<file path="src/rtl/boot_loc_pkg.sv">
// Shared encodings for the boot image locator.
package boot_loc_pkg;

    // Sequencer states.
    typedef enum logic [3:0] {
        ST_IDLE, ST_SIG, ST_SRC, ST_DST, ST_LEN, ST_EXE,
        ST_CFG_CHK, ST_CFG_A, ST_CFG_D, ST_XREQ, ST_XWAIT,
        ST_GO, ST_DONE, ST_NEXT, ST_FAIL
    } loc_state_e;

    // Fatal cause codes as seen on fail_cause.
    typedef enum logic [2:0] {
        CAUSE_NONE     = 3'd0,
        CAUSE_EXHAUST  = 3'd1,
        CAUSE_TIMEOUT  = 3'd2,
        CAUSE_NO_CARD  = 3'd3,
        CAUSE_BAD_TYPE = 3'd4,
        CAUSE_NO_EC    = 3'd5
    } loc_cause_e;

endpackage

</file>
<file path="src/rtl/boot_loc_attempt.sv">
// Candidate window tracker.
// Counts failed candidates and keeps the running window base, which moves by
// STRIDE on each bump. Flags the last allowed candidate. Assumes that clr is
// asserted while idle, before a new search begins.
module boot_loc_attempt #(
    parameter int unsigned ADDR_W  = 32,
    parameter int unsigned MAX_TRY = 24,
    parameter int unsigned STRIDE  = 512,
    parameter int unsigned TRY_W   = $clog2(MAX_TRY + 1)
) (
    input  logic              clk,
    input  logic              rst_n,
    input  logic              clr,
    input  logic              bump,
    output logic [ADDR_W-1:0] base,
    output logic              last
);

    logic [TRY_W-1:0] fails;

    // Advance the failure count and window base together.
    always_ff @(posedge clk) begin
        if (!rst_n || clr) begin
            fails <= '0;
            base  <= '0;
        end else if (bump && !last) begin
            fails <= fails + 1'b1;
            base  <= base + ADDR_W'(STRIDE);
        end
    end

    // Last candidate reached when MAX_TRY-1 have failed.
    always_comb last = (fails == TRY_W'(MAX_TRY - 1));

    assert_fail_cap_R6: assert property (@(posedge clk) disable iff (!rst_n)
        fails < TRY_W'(MAX_TRY));

    assert_stride_R5: assert property (@(posedge clk) disable iff (!rst_n)
        (bump && !last && !clr) |=> (base == $past(base) + ADDR_W'(STRIDE)));

endmodule

</file>
<file path="src/rtl/boot_loc_timer.sv">
// Response watchdog.
// Counts the cycles spent waiting while arm is high and no hit arrives.
// Signals expiry in the LIMIT-th waiting cycle. A hit in that same cycle
// wins over expiry. Assumes that the user leaves the waiting state on
// expiry or on a hit.
module boot_loc_timer #(
    parameter int unsigned LIMIT = 1024,
    parameter int unsigned CW    = $clog2(LIMIT + 1)
) (
    input  logic clk,
    input  logic rst_n,
    input  logic arm,
    input  logic hit,
    output logic expired
);

    logic [CW-1:0] cnt;

    // Clear on every response or idle cycle, otherwise count up to the limit.
    always_ff @(posedge clk) begin
        if (!rst_n || !arm || hit) begin
            cnt <= '0;
        end else if (cnt != CW'(LIMIT - 1)) begin
            cnt <= cnt + 1'b1;
        end
    end

    // Expiry when the final allowed cycle passes without a response.
    always_comb expired = arm && !hit && (cnt == CW'(LIMIT - 1));

    assert_tmo_bound_R9: assert property (@(posedge clk) disable iff (!rst_n)
        cnt <= CW'(LIMIT - 1));

endmodule

</file>
<file path="src/rtl/boot_locator.sv">
// Redundant boot image locator sequencer.
// Searches candidate windows spaced STRIDE bytes apart for SIG_WORD. For a
// matching window it latches the header, walks the configuration entries
// until the end flag, starts the code move and strobes go. Recoverable
// failures advance the window. Fatal ones drop host_en and raise a sticky
// hreset_req with a cause code. Assumes one rd_ack per request, given only
// while rd_req is high, and that xfer_done only follows xfer_start.
module boot_locator
    import boot_loc_pkg::*;
#(
    parameter int unsigned ADDR_W   = 32,
    parameter int unsigned MAX_TRY  = 24,
    parameter int unsigned STRIDE   = 512,
    parameter int unsigned SIG_OFF  = 64,
    parameter int unsigned TMO_CYC  = 1024,
    parameter logic [31:0] SIG_WORD = 32'h5A1C_0B07
) (
    input  logic              clk,
    input  logic              rst_n,
    input  logic              start,
    input  logic              card_present,
    input  logic              card_type_ok,
    output logic              host_en,
    output logic              rd_req,
    output logic [ADDR_W-1:0] rd_addr,
    input  logic              rd_ack,
    input  logic [31:0]       rd_data,
    input  logic              rd_crc_err,
    output logic              cfg_valid,
    output logic [31:0]       cfg_addr,
    output logic [31:0]       cfg_data,
    output logic              xfer_start,
    output logic [ADDR_W-1:0] xfer_src,
    output logic [ADDR_W-1:0] xfer_dst,
    output logic [31:0]       xfer_len,
    input  logic              xfer_done,
    input  logic              xfer_crc_err,
    output logic              go,
    output logic [ADDR_W-1:0] exec_addr,
    output logic              hreset_req,
    output logic [2:0]        fail_cause
);

    localparam int unsigned WB      = 4;                  // bytes per word
    localparam int unsigned CFG_OFF = SIG_OFF + 5 * WB;   // after sig + 4 header words
    localparam int unsigned ENT_B   = 2 * WB;             // bytes per entry
    localparam int unsigned TRY_W   = $clog2(MAX_TRY + 1);

    loc_state_e        state;
    logic [ADDR_W-1:0] base;
    logic              last_try;
    logic [ADDR_W-1:0] cfg_ptr;
    logic [31:0]       ctrl_q;
    logic              tmo_expired;
    logic              wait_arm;
    logic              wait_hit;

    boot_loc_attempt #(
        .ADDR_W (ADDR_W),
        .MAX_TRY(MAX_TRY),
        .STRIDE (STRIDE),
        .TRY_W  (TRY_W)
    ) u_attempt (
        .clk  (clk),
        .rst_n(rst_n),
        .clr  (state == ST_IDLE),
        .bump (state == ST_NEXT),
        .base (base),
        .last (last_try)
    );

    // Read request is a level for every read state.
    always_comb rd_req = (state == ST_SIG) || (state == ST_SRC) || (state == ST_DST) ||
                         (state == ST_LEN) || (state == ST_EXE) ||
                         (state == ST_CFG_A) || (state == ST_CFG_D);

    // Waiting covers reads and the code move.
    always_comb wait_arm = rd_req || (state == ST_XWAIT);
    always_comb wait_hit = (rd_req && rd_ack) || ((state == ST_XWAIT) && xfer_done);

    boot_loc_timer #(
        .LIMIT(TMO_CYC)
    ) u_timer (
        .clk    (clk),
        .rst_n  (rst_n),
        .arm    (wait_arm),
        .hit    (wait_hit),
        .expired(tmo_expired)
    );

    // Read address selected by the current step.
    always_comb begin
        case (state)
            ST_SRC:   rd_addr = base + ADDR_W'(SIG_OFF + 1 * WB);
            ST_DST:   rd_addr = base + ADDR_W'(SIG_OFF + 2 * WB);
            ST_LEN:   rd_addr = base + ADDR_W'(SIG_OFF + 3 * WB);
            ST_EXE:   rd_addr = base + ADDR_W'(SIG_OFF + 4 * WB);
            ST_CFG_A: rd_addr = cfg_ptr;
            ST_CFG_D: rd_addr = cfg_ptr + ADDR_W'(WB);
            default:  rd_addr = base + ADDR_W'(SIG_OFF);
        endcase
    end

    // Strobes and enable decoded from state.
    always_comb xfer_start = (state == ST_XREQ);
    always_comb go         = (state == ST_GO);
    always_comb host_en    = (state != ST_IDLE) && (state != ST_FAIL);

    // Main sequencer: steps, latches and fatal capture.
    always_ff @(posedge clk) begin
        if (!rst_n) begin
            state      <= ST_IDLE;
            xfer_src   <= '0;
            xfer_dst   <= '0;
            xfer_len   <= '0;
            exec_addr  <= '0;
            cfg_ptr    <= '0;
            ctrl_q     <= '0;
            cfg_valid  <= 1'b0;
            cfg_addr   <= '0;
            cfg_data   <= '0;
            hreset_req <= 1'b0;
            fail_cause <= CAUSE_NONE;
        end else begin
            cfg_valid <= 1'b0;
            if (tmo_expired) begin
                state      <= ST_FAIL;
                hreset_req <= 1'b1;
                fail_cause <= CAUSE_TIMEOUT;
            end else begin
                case (state)
                    ST_IDLE: if (start) begin
                        if (!card_present) begin
                            state      <= ST_FAIL;
                            hreset_req <= 1'b1;
                            fail_cause <= CAUSE_NO_CARD;
                        end else if (!card_type_ok) begin
                            state      <= ST_FAIL;
                            hreset_req <= 1'b1;
                            fail_cause <= CAUSE_BAD_TYPE;
                        end else begin
                            state <= ST_SIG;
                        end
                    end
                    ST_SIG: if (rd_ack) begin
                        state <= (rd_crc_err || rd_data != SIG_WORD) ? ST_NEXT : ST_SRC;
                    end
                    ST_SRC: if (rd_ack) begin
                        state    <= rd_crc_err ? ST_NEXT : ST_DST;
                        xfer_src <= ADDR_W'(rd_data);
                    end
                    ST_DST: if (rd_ack) begin
                        state    <= rd_crc_err ? ST_NEXT : ST_LEN;
                        xfer_dst <= ADDR_W'(rd_data);
                    end
                    ST_LEN: if (rd_ack) begin
                        state    <= rd_crc_err ? ST_NEXT : ST_EXE;
                        xfer_len <= rd_data;
                    end
                    ST_EXE: if (rd_ack) begin
                        state     <= rd_crc_err ? ST_NEXT : ST_CFG_CHK;
                        exec_addr <= ADDR_W'(rd_data);
                        cfg_ptr   <= base + ADDR_W'(CFG_OFF);
                    end
                    ST_CFG_CHK: begin
                        if (cfg_ptr >= xfer_src) begin
                            state      <= ST_FAIL;
                            hreset_req <= 1'b1;
                            fail_cause <= CAUSE_NO_EC;
                        end else begin
                            state <= ST_CFG_A;
                        end
                    end
                    ST_CFG_A: if (rd_ack) begin
                        state  <= rd_crc_err ? ST_NEXT : ST_CFG_D;
                        ctrl_q <= rd_data;
                    end
                    ST_CFG_D: if (rd_ack) begin
                        if (rd_crc_err) begin
                            state <= ST_NEXT;
                        end else begin
                            cfg_valid <= 1'b1;
                            cfg_addr  <= {ctrl_q[31:1], 1'b0};
                            cfg_data  <= rd_data;
                            cfg_ptr   <= cfg_ptr + ADDR_W'(ENT_B);
                            state     <= ctrl_q[0] ? ST_XREQ : ST_CFG_CHK;
                        end
                    end
                    ST_XREQ:  state <= ST_XWAIT;
                    ST_XWAIT: if (xfer_done) begin
                        state <= xfer_crc_err ? ST_NEXT : ST_GO;
                    end
                    ST_GO:    state <= ST_DONE;
                    ST_NEXT: begin
                        if (last_try) begin
                            state      <= ST_FAIL;
                            hreset_req <= 1'b1;
                            fail_cause <= CAUSE_EXHAUST;
                        end else begin
                            state <= ST_SIG;
                        end
                    end
                    default: state <= state;
                endcase
            end
        end
    end

    assert_addr_hold_R12: assert property (@(posedge clk) disable iff (!rst_n)
        (rd_req && !rd_ack && !tmo_expired) |=> (rd_req && $stable(rd_addr)));

    assert_fatal_sticky_R11: assert property (@(posedge clk) disable iff (!rst_n)
        hreset_req |=> (hreset_req && !host_en && $stable(fail_cause)));

    assert_fatal_no_read_R11: assert property (@(posedge clk) disable iff (!rst_n)
        hreset_req |-> (!rd_req && !go && !xfer_start));

    assert_go_pulse_R10: assert property (@(posedge clk) disable iff (!rst_n)
        go |=> (!go && !rd_req));

    assert_xfer_pulse_R10: assert property (@(posedge clk) disable iff (!rst_n)
        xfer_start |=> !xfer_start);

    assert_cfg_after_ack_R7: assert property (@(posedge clk) disable iff (!rst_n)
        cfg_valid |-> $past(rd_ack && !rd_crc_err));

endmodule

</file>
<file path="config.mk">
export PLATFORM = sky130hd
export DESIGN_NAME = boot_locator
export DESIGN_NICKNAME = d
export VERILOG_FILES = /design/src/rtl/boot_loc_pkg.sv /design/src/rtl/boot_loc_attempt.sv /design/src/rtl/boot_loc_timer.sv /design/src/rtl/boot_locator.sv
export SDC_FILE = /design/constraint.sdc
export NUM_CORES = 1
export LEC_CHECK = 0
export CAP_MARGIN = 20
export CORE_ASPECT_RATIO = 0.8
export CORE_UTILIZATION = 40
export CTS_BUF_LIST = sky130_fd_sc_hd__clkbuf_16
export CTS_CLUSTER_DIAMETER = 150
export DETAILED_ROUTE_END_ITERATION = 7
export MAX_ROUTING_LAYER = met4
export PLACE_DENSITY = 0.66
export SETUP_SLACK_MARGIN = 0.15
export SYNTH_ARGS = -nofsm -noshare
export SYNTH_HDL_FRONTEND = slang
export SYNTH_SLANG_ARGS = --single-unit
</file>
<file path="constraint.sdc">
create_clock -name clk -period 4.6 [get_ports clk]
set_input_delay 0.46 -clock clk [delete_from_list [all_inputs] [get_ports clk]]
set_output_delay 0.46 -clock clk [all_outputs]
set_load 0.05 [all_outputs]
</file>
After elaboration in Yosys (flattened, before gate mapping)
Cells that the tools add are included.
W data, S select, Z words.
{"block": "word_totals", "out_inout_bits": 233, "ff_bits": 312, "mem_count": 0, "romBits": 0, "in_bits": 41, "ram_bits": 0, "elab_cells": 162, "latchBits": 0}
{"block": "classes", "n_reduce_logical": 42, "magnitude_cmp": 1, "n_mul": 0, "bitwise": 5, "n_addsub": 11, "n_mux": 44, "shifts": 0, "div": 0, "n_eq_ne": 42}
{"operator": "$add A32 B7 Y32 const B", "count": 6}
{"operator": "$pmux W32 S6", "count": 1}
{"operator": "$mux W32", "count": 3}
{"operator": "$mux W4", "count": 21}
{"operator": "$pmux W32 S2", "count": 1}
{"operator": "$pmux W4 S13", "count": 1}
{"operator": "$ne A3 B3 Y1 const B", "count": 12}
{"operator": "$add A32 B10 Y32 const B", "count": 1}
{"operator": "$add A32 B3 Y32 const B", "count": 1}
{"operator": "$add A32 B4 Y32 const B", "count": 1}
{"operator": "$ge A32 B32 Y1", "count": 1}
{"operator": "$ne A32 B31 Y1 const B", "count": 1}
{"operator": "$ne A2 B2 Y1 const B", "count": 12}
{"operator": "$mux W3", "count": 7}
{"operator": "$eq A4 B4 Y1 const B", "count": 5}
{"operator": "$reduce_and A10 Y1", "count": 2}
{"operator": "$eq A4 B3 Y1 const B", "count": 4}
{"operator": "$reduce_and A3 Y1", "count": 5}
{"operator": "$reduce_and A5 Y1", "count": 3}
{"operator": "$reduce_bool A14 Y1", "count": 1}
{"operator": "$reduce_bool A13 Y1", "count": 1}
{"operator": "$logic_or A1 B1 Y1", "count": 12}
{"operator": "$add A11 B1 Y11 const B", "count": 1}
{"operator": "$eq A11 B10 Y1 const B", "count": 1}
{"operator": "20 further kinds", "count": 41}

Logic depth before layout (Yosys ltp)
{"block": "logic_depth", "depth_word": 14, "depth_mapped": 10, "ltp_nobuf": 8}

By module
Synthesis repeated with hierarchy kept, for this count alone.
{"block": "unflattened", "hier_cells": 2386, "hier_area_um2": 17329.1}
{"mod": "boot_locator", "area_each_um2": 15406.0, "seq_area_each_um2": 5285.1, "cells_each": 2164, "n_inst": 1}
{"mod": "boot_loc_attempt", "area_each_um2": 1381.3, "seq_area_each_um2": 560.5, "cells_each": 162, "n_inst": 1}
{"mod": "boot_loc_timer", "area_each_um2": 541.8, "seq_area_each_um2": 220.2, "cells_each": 60, "n_inst": 1}

Worst setup path after synthesis
OpenSTA, ideal clock, no wires.
{"block": "synth_path", "path_kind": "register to output", "from": "register cfg_ptr[3]", "to": "output rd_addr[29]", "stages_incl_launch_ff": 6, "required_ns": 4.140, "t_arrival_ns": 3.503, "path_buffers": 0, "path_slack_ns": 0.637, "path_cell_list": "dfxtp_1 ha_1 and2_1 nand4_1 or4_1 o311ai_0"}
{"block": "synth_via", "elab_chain_len": 2}
{"item": "start, declared", "line_no": "boot_locator.sv:52", "text": "logic [ADDR_W-1:0] cfg_ptr;"}
{"item": "start signal, assigned", "line_no": "boot_locator.sv:163", "text": "cfg_ptr <= base + ADDR_W'(CFG_OFF);"}
{"item": "start signal, assigned", "line_no": "boot_locator.sv:185", "text": "cfg_ptr <= cfg_ptr + ADDR_W'(ENT_B);"}
{"item": "$add A32 B3 Y32", "line_no": "boot_locator.sv:99", "text": "ST_CFG_D: rd_addr = cfg_ptr + ADDR_W'(WB);"}
{"item": "$pmux W32 S6", "line_no": "boot_locator.sv:93", "text": "case (state)"}
{"item": "end, declared", "line_no": "boot_locator.sv:25", "text": "output logic [ADDR_W-1:0] rd_addr,"}
Every way passes these cells.

Worst setup path after layout
{"block": "layout_path", "from": "register state[3]", "to": "output rd_addr[19]"}
{"block": "layout_via", "elab_chain_len": 2, "word_cells_on_any_way": 7, "classes_between": "eq/ne: 6; mux: 1"}
{"item": "start, declared", "line_no": "boot_locator.sv:49", "text": "loc_state_e state;"}
{"item": "start signal, assigned", "line_no": "boot_locator.sv:146", "text": "state <= (rd_crc_err || rd_data != SIG_WORD) ? ST_NEXT : ST_SRC;"}
{"item": "start signal, assigned", "line_no": "boot_locator.sv:149", "text": "state <= rd_crc_err ? ST_NEXT : ST_DST;"}
{"item": "start signal, assigned", "line_no": "boot_locator.sv:153", "text": "state <= rd_crc_err ? ST_NEXT : ST_LEN;"}
{"item": "$eq A4 B4 Y1 (tied with other cells)", "line_no": "boot_locator.sv:93"}
{"item": "$pmux W32 S6 *", "line_no": "boot_locator.sv:93"}
Every way passes the cells marked *; elsewhere a longest branch is shown, timed or not.

==> results.py <==
metrics = {
    "run_status": {
        "outcome": "complete, no violations",
    },
    "logic_synthesis": {
        "yosysSeqAreaShare_pct": 43.0,
        "ys_async_sr_fraction_pct": 0,
        "synth_cell_types": 80,
        "syn_avg_cell_area_um2": 7.75,
        "yosysTopAreaCellShare_pct": 43.0,
        "yosys_warnings": 0,
        "synth_area_leaders": "dfxtp_1 (43%), nand2_1 (13%), a21oi_1 (9.1%)",
        "ys_top_cells_by_count": "nand2_1 (467), dfxtp_1 (301), a21oi_1 (255), nor2_1 (130), clkbuf_1 (77)",
        "syn_inst": 1810,
        "synth_edf_count": 0,
        "synth_seq_cells": 301,
        "yosys.area.top_type": "dfxtp_1",
        "synth.most_common_cell": "nand2_1",
        "synthMuxAreaShare_pct": 2.64,
        "netlist_area_um2": 14000,
        "synth-simple-area-share_pct": 24.7,
        "synthXorXnorAreaFrac_pct": 2.00,
        "synth_top_family_by_area": "simple AND/OR/NAND/NOR gates",
        "synth_fa_ha_area_share_pct": 3.12,
        "synthFlopType": "dfxtp_1",
        "synth_compound_gate_area_share_pct": 18.3,
    },
    "floorplanning": {
        "die_h_um": 169,
        "core_area_um2": 34100,
        "die_w_um": 211,
        "core.rowCount": 60,
        "io_pins": 274,
        "initial_utilization_pct": 41.1,
        "dieArea_um2": 35800,
    },
    "clock_tree": {
        "clk_pin_slew_ps": 60,
        "cts-root-buf": "clkbuf_16",
        "clock_latency_ps": 570,
        "htreeDepth": 1,
        "cts_made_buffers": 31,
        "clockBufferDepth": 3,
        "cts_tree": "yes",
        "cts_sinks": 301,
    },
    "grt": {
        "antenna_found_initial": 0,
        "grt_overflow_total": 0,
        "track_usage_pct": 26.5,
        "grt_pass1_vias": 12800,
        "grt_first_pass_wirelength_mm": 72.5,
        "grt_max_degree": 85,
    },
    "critical_path": {
        "crit_chain": "or4b_2 -> buf_12 -> o31ai_1 -> clkdlybuf4s50_1",
        "cpPeakStageDelay_ps": 880,
        "cp.required_ps": 4140,
        "cp_top_family": "buffers and inverters",
        "crit_buf_inv": 2,
        "critPathSlowestCell": "clkdlybuf4s50_1",
        "startpoint_type": "register",
        "crit_path_end_kind": "output pin",
        "path_class": "reg2out",
        "cp_max_fo": 64,
        "cp.arrival_ps": 3710,
    },
    "finish": {
        "multi_input_area_um2": 7160,
        "fin_nets": 2093,
        "final_area_um2": 18000,
        "fillers": 3261,
        "antenna_cells": 0,
        "ff_latch_area_um2": 6030,
        "drive_above_1_share_pct": 4.95,
        "syn2layout_area_growth_pct": 28.5,
    },
    "route": {
        "wl_per_cell_um": 18.9,
        "route.detailed.drc": 0,
        "drt-total-wl_mm": 47.4,
        "ant_nets": 0,
        "routed_via_density": 5.47,
        "firstDrtPassIters": 5,
        "vias": 13700,
        "drt_iter0_markers": 1301,
    },
    "timing": {
        "fin_crit_sh_pct": 90.7,
        "rsz0062_at_grt": "no",
        "setup_violations": 0,
        "worstMarginPinSlew_ps": 989,
        "hold_viol": 0,
        "fin_tns_setup_ps": 0,
        "slew_viol_final": 0,
        "max_freq_mhz": 240,
        "maxSlewHeadroom_pct": 33.1,
        "min_period_ps": 4170,
        "fin_worst_skew_ps": 15.5,
    },
    "pwr": {
        "leakage_nw": 6.35,
        "power.density_nw_per_um2": 424,
        "irDropWorstVdd_v": 0.000400,
    },
    "placed_design": {
        "place.gp.congestion": 0.886,
        "place_area_um2": 17000,
        "dp_hpwl_mm": 33.0,
        "io_buffer_count": 270,
    },
    "hold_path": {
        "hold_class": "reg2reg",
    },
    "flow_run": {
        "cap_violations": 0,
    },
}
cell type report:
cell class                 count  area share, %
clock buffer                  31           4.31
clock inverter                26           1.28
inverter                      46          0.986
multi-input combinational   1333           39.7
sequential                   301           33.5
tap                          465           3.23
timing repair buffer         304           17.0
where the power goes:
group,switching [mW],internal (mW)
logic,1.50,0.701
clock network,1.09,1.45
registers,0.165,2.74
cells by family (layout without fill, tap and decap cells):
group,after synthesis,in the layout
flip-flops,301,301
XOR/XNOR,32,32
multiplexers,37,37
AO/OA/AOI/OAI,441,441
adder cells (fa/ha/maj),35,35
other,1,3
AND/OR/NAND/NOR,785,785
buffers and inverters,178,407
layer usage:
layer	part of all wire, %	global-route usage (%)	routed length (um)
met1	46	36.4	21700
met2	44	39.7	20900
met5	0	-	0
met4	2.4	6.77	1140
met3	7.9	5.09	3740
path summary, 6_finish.rpt:
check | start | endpoint | slack, ps | depth (start not counted)
hold / removal | u_timer.cnt[10] | u_timer.cnt[10] | 430 | 2
setup / recovery | state[3] | rd_addr[19] | 430 | 4
setup reg to reg | state[2] | u_attempt.base[31] | 1280 | 7
hold reg to reg | u_timer.cnt[10] | u_timer.cnt[10] | 430 | 2
worst min-delay path: stages (launching register included):
cell,delay (ps)
dfxtp_1,300
nand2_1,50
nor2_1,30
per-stage QoR:
| step | instances | utilization, % | power (mW) | hold WS [ps] | setup WS, ps |
|---|---|---|---|---|---|
| after global placement | 2449 | 49.8 | 5.12 | 414 | 881 |
| after floorplan | 1812 | - | 4.40 | 405 | 637 |
| after global routing | 2506 | 52.9 | 7.96 | 465 | 174 |
| after detailed placement | 2449 | 49.8 | 5.14 | 424 | 794 |
| final | 2506 | 52.9 | 7.64 | 429 | 426 |
| after CTS | 2506 | 52.8 | 7.66 | 434 | 178 |
state kept, by name (all words and copies together) (netlist names), 3 cells and up:
register	cells
xfer_dst	32
state	4
cfg_ptr	30
u_attempt.fails	5
fail_cause	3
xfer_len	32
u_timer.cnt	11
ctrl_q	32
cfg_addr	31
u_attempt.base	23
xfer_src	32
cfg_data	32
exec_addr	32
timing repair:
action,in CTS,in global routing
resized for setup,0,7
setup buffers,0,0
endpoints found under the setup margin,0,7
hold buffers,0,0
placed cells by master (no fill, tap or decap), types with 8 or more instances in the layout:
cell type	instances
a211oi_1	8
a21oi_1	255
a22oi_1	14
a31oi_1	13
and3_1	10
buf_4	27
clkbuf_16	31
clkdlybuf4s50_1	263
dfxtp_1	301
ha_1	35
inv_1	49
mux2i_1	37
nand2_1	467
nand2b_1	10
nand3_1	30
nand4_1	33
nor2_1	130
nor2b_1	8
nor3_1	25
nor4_1	8
o21ai_0	71
o311ai_0	8
or3_1	18
xnor2_1	19
xor2_1	13
(Power assumes the default switching activity.)
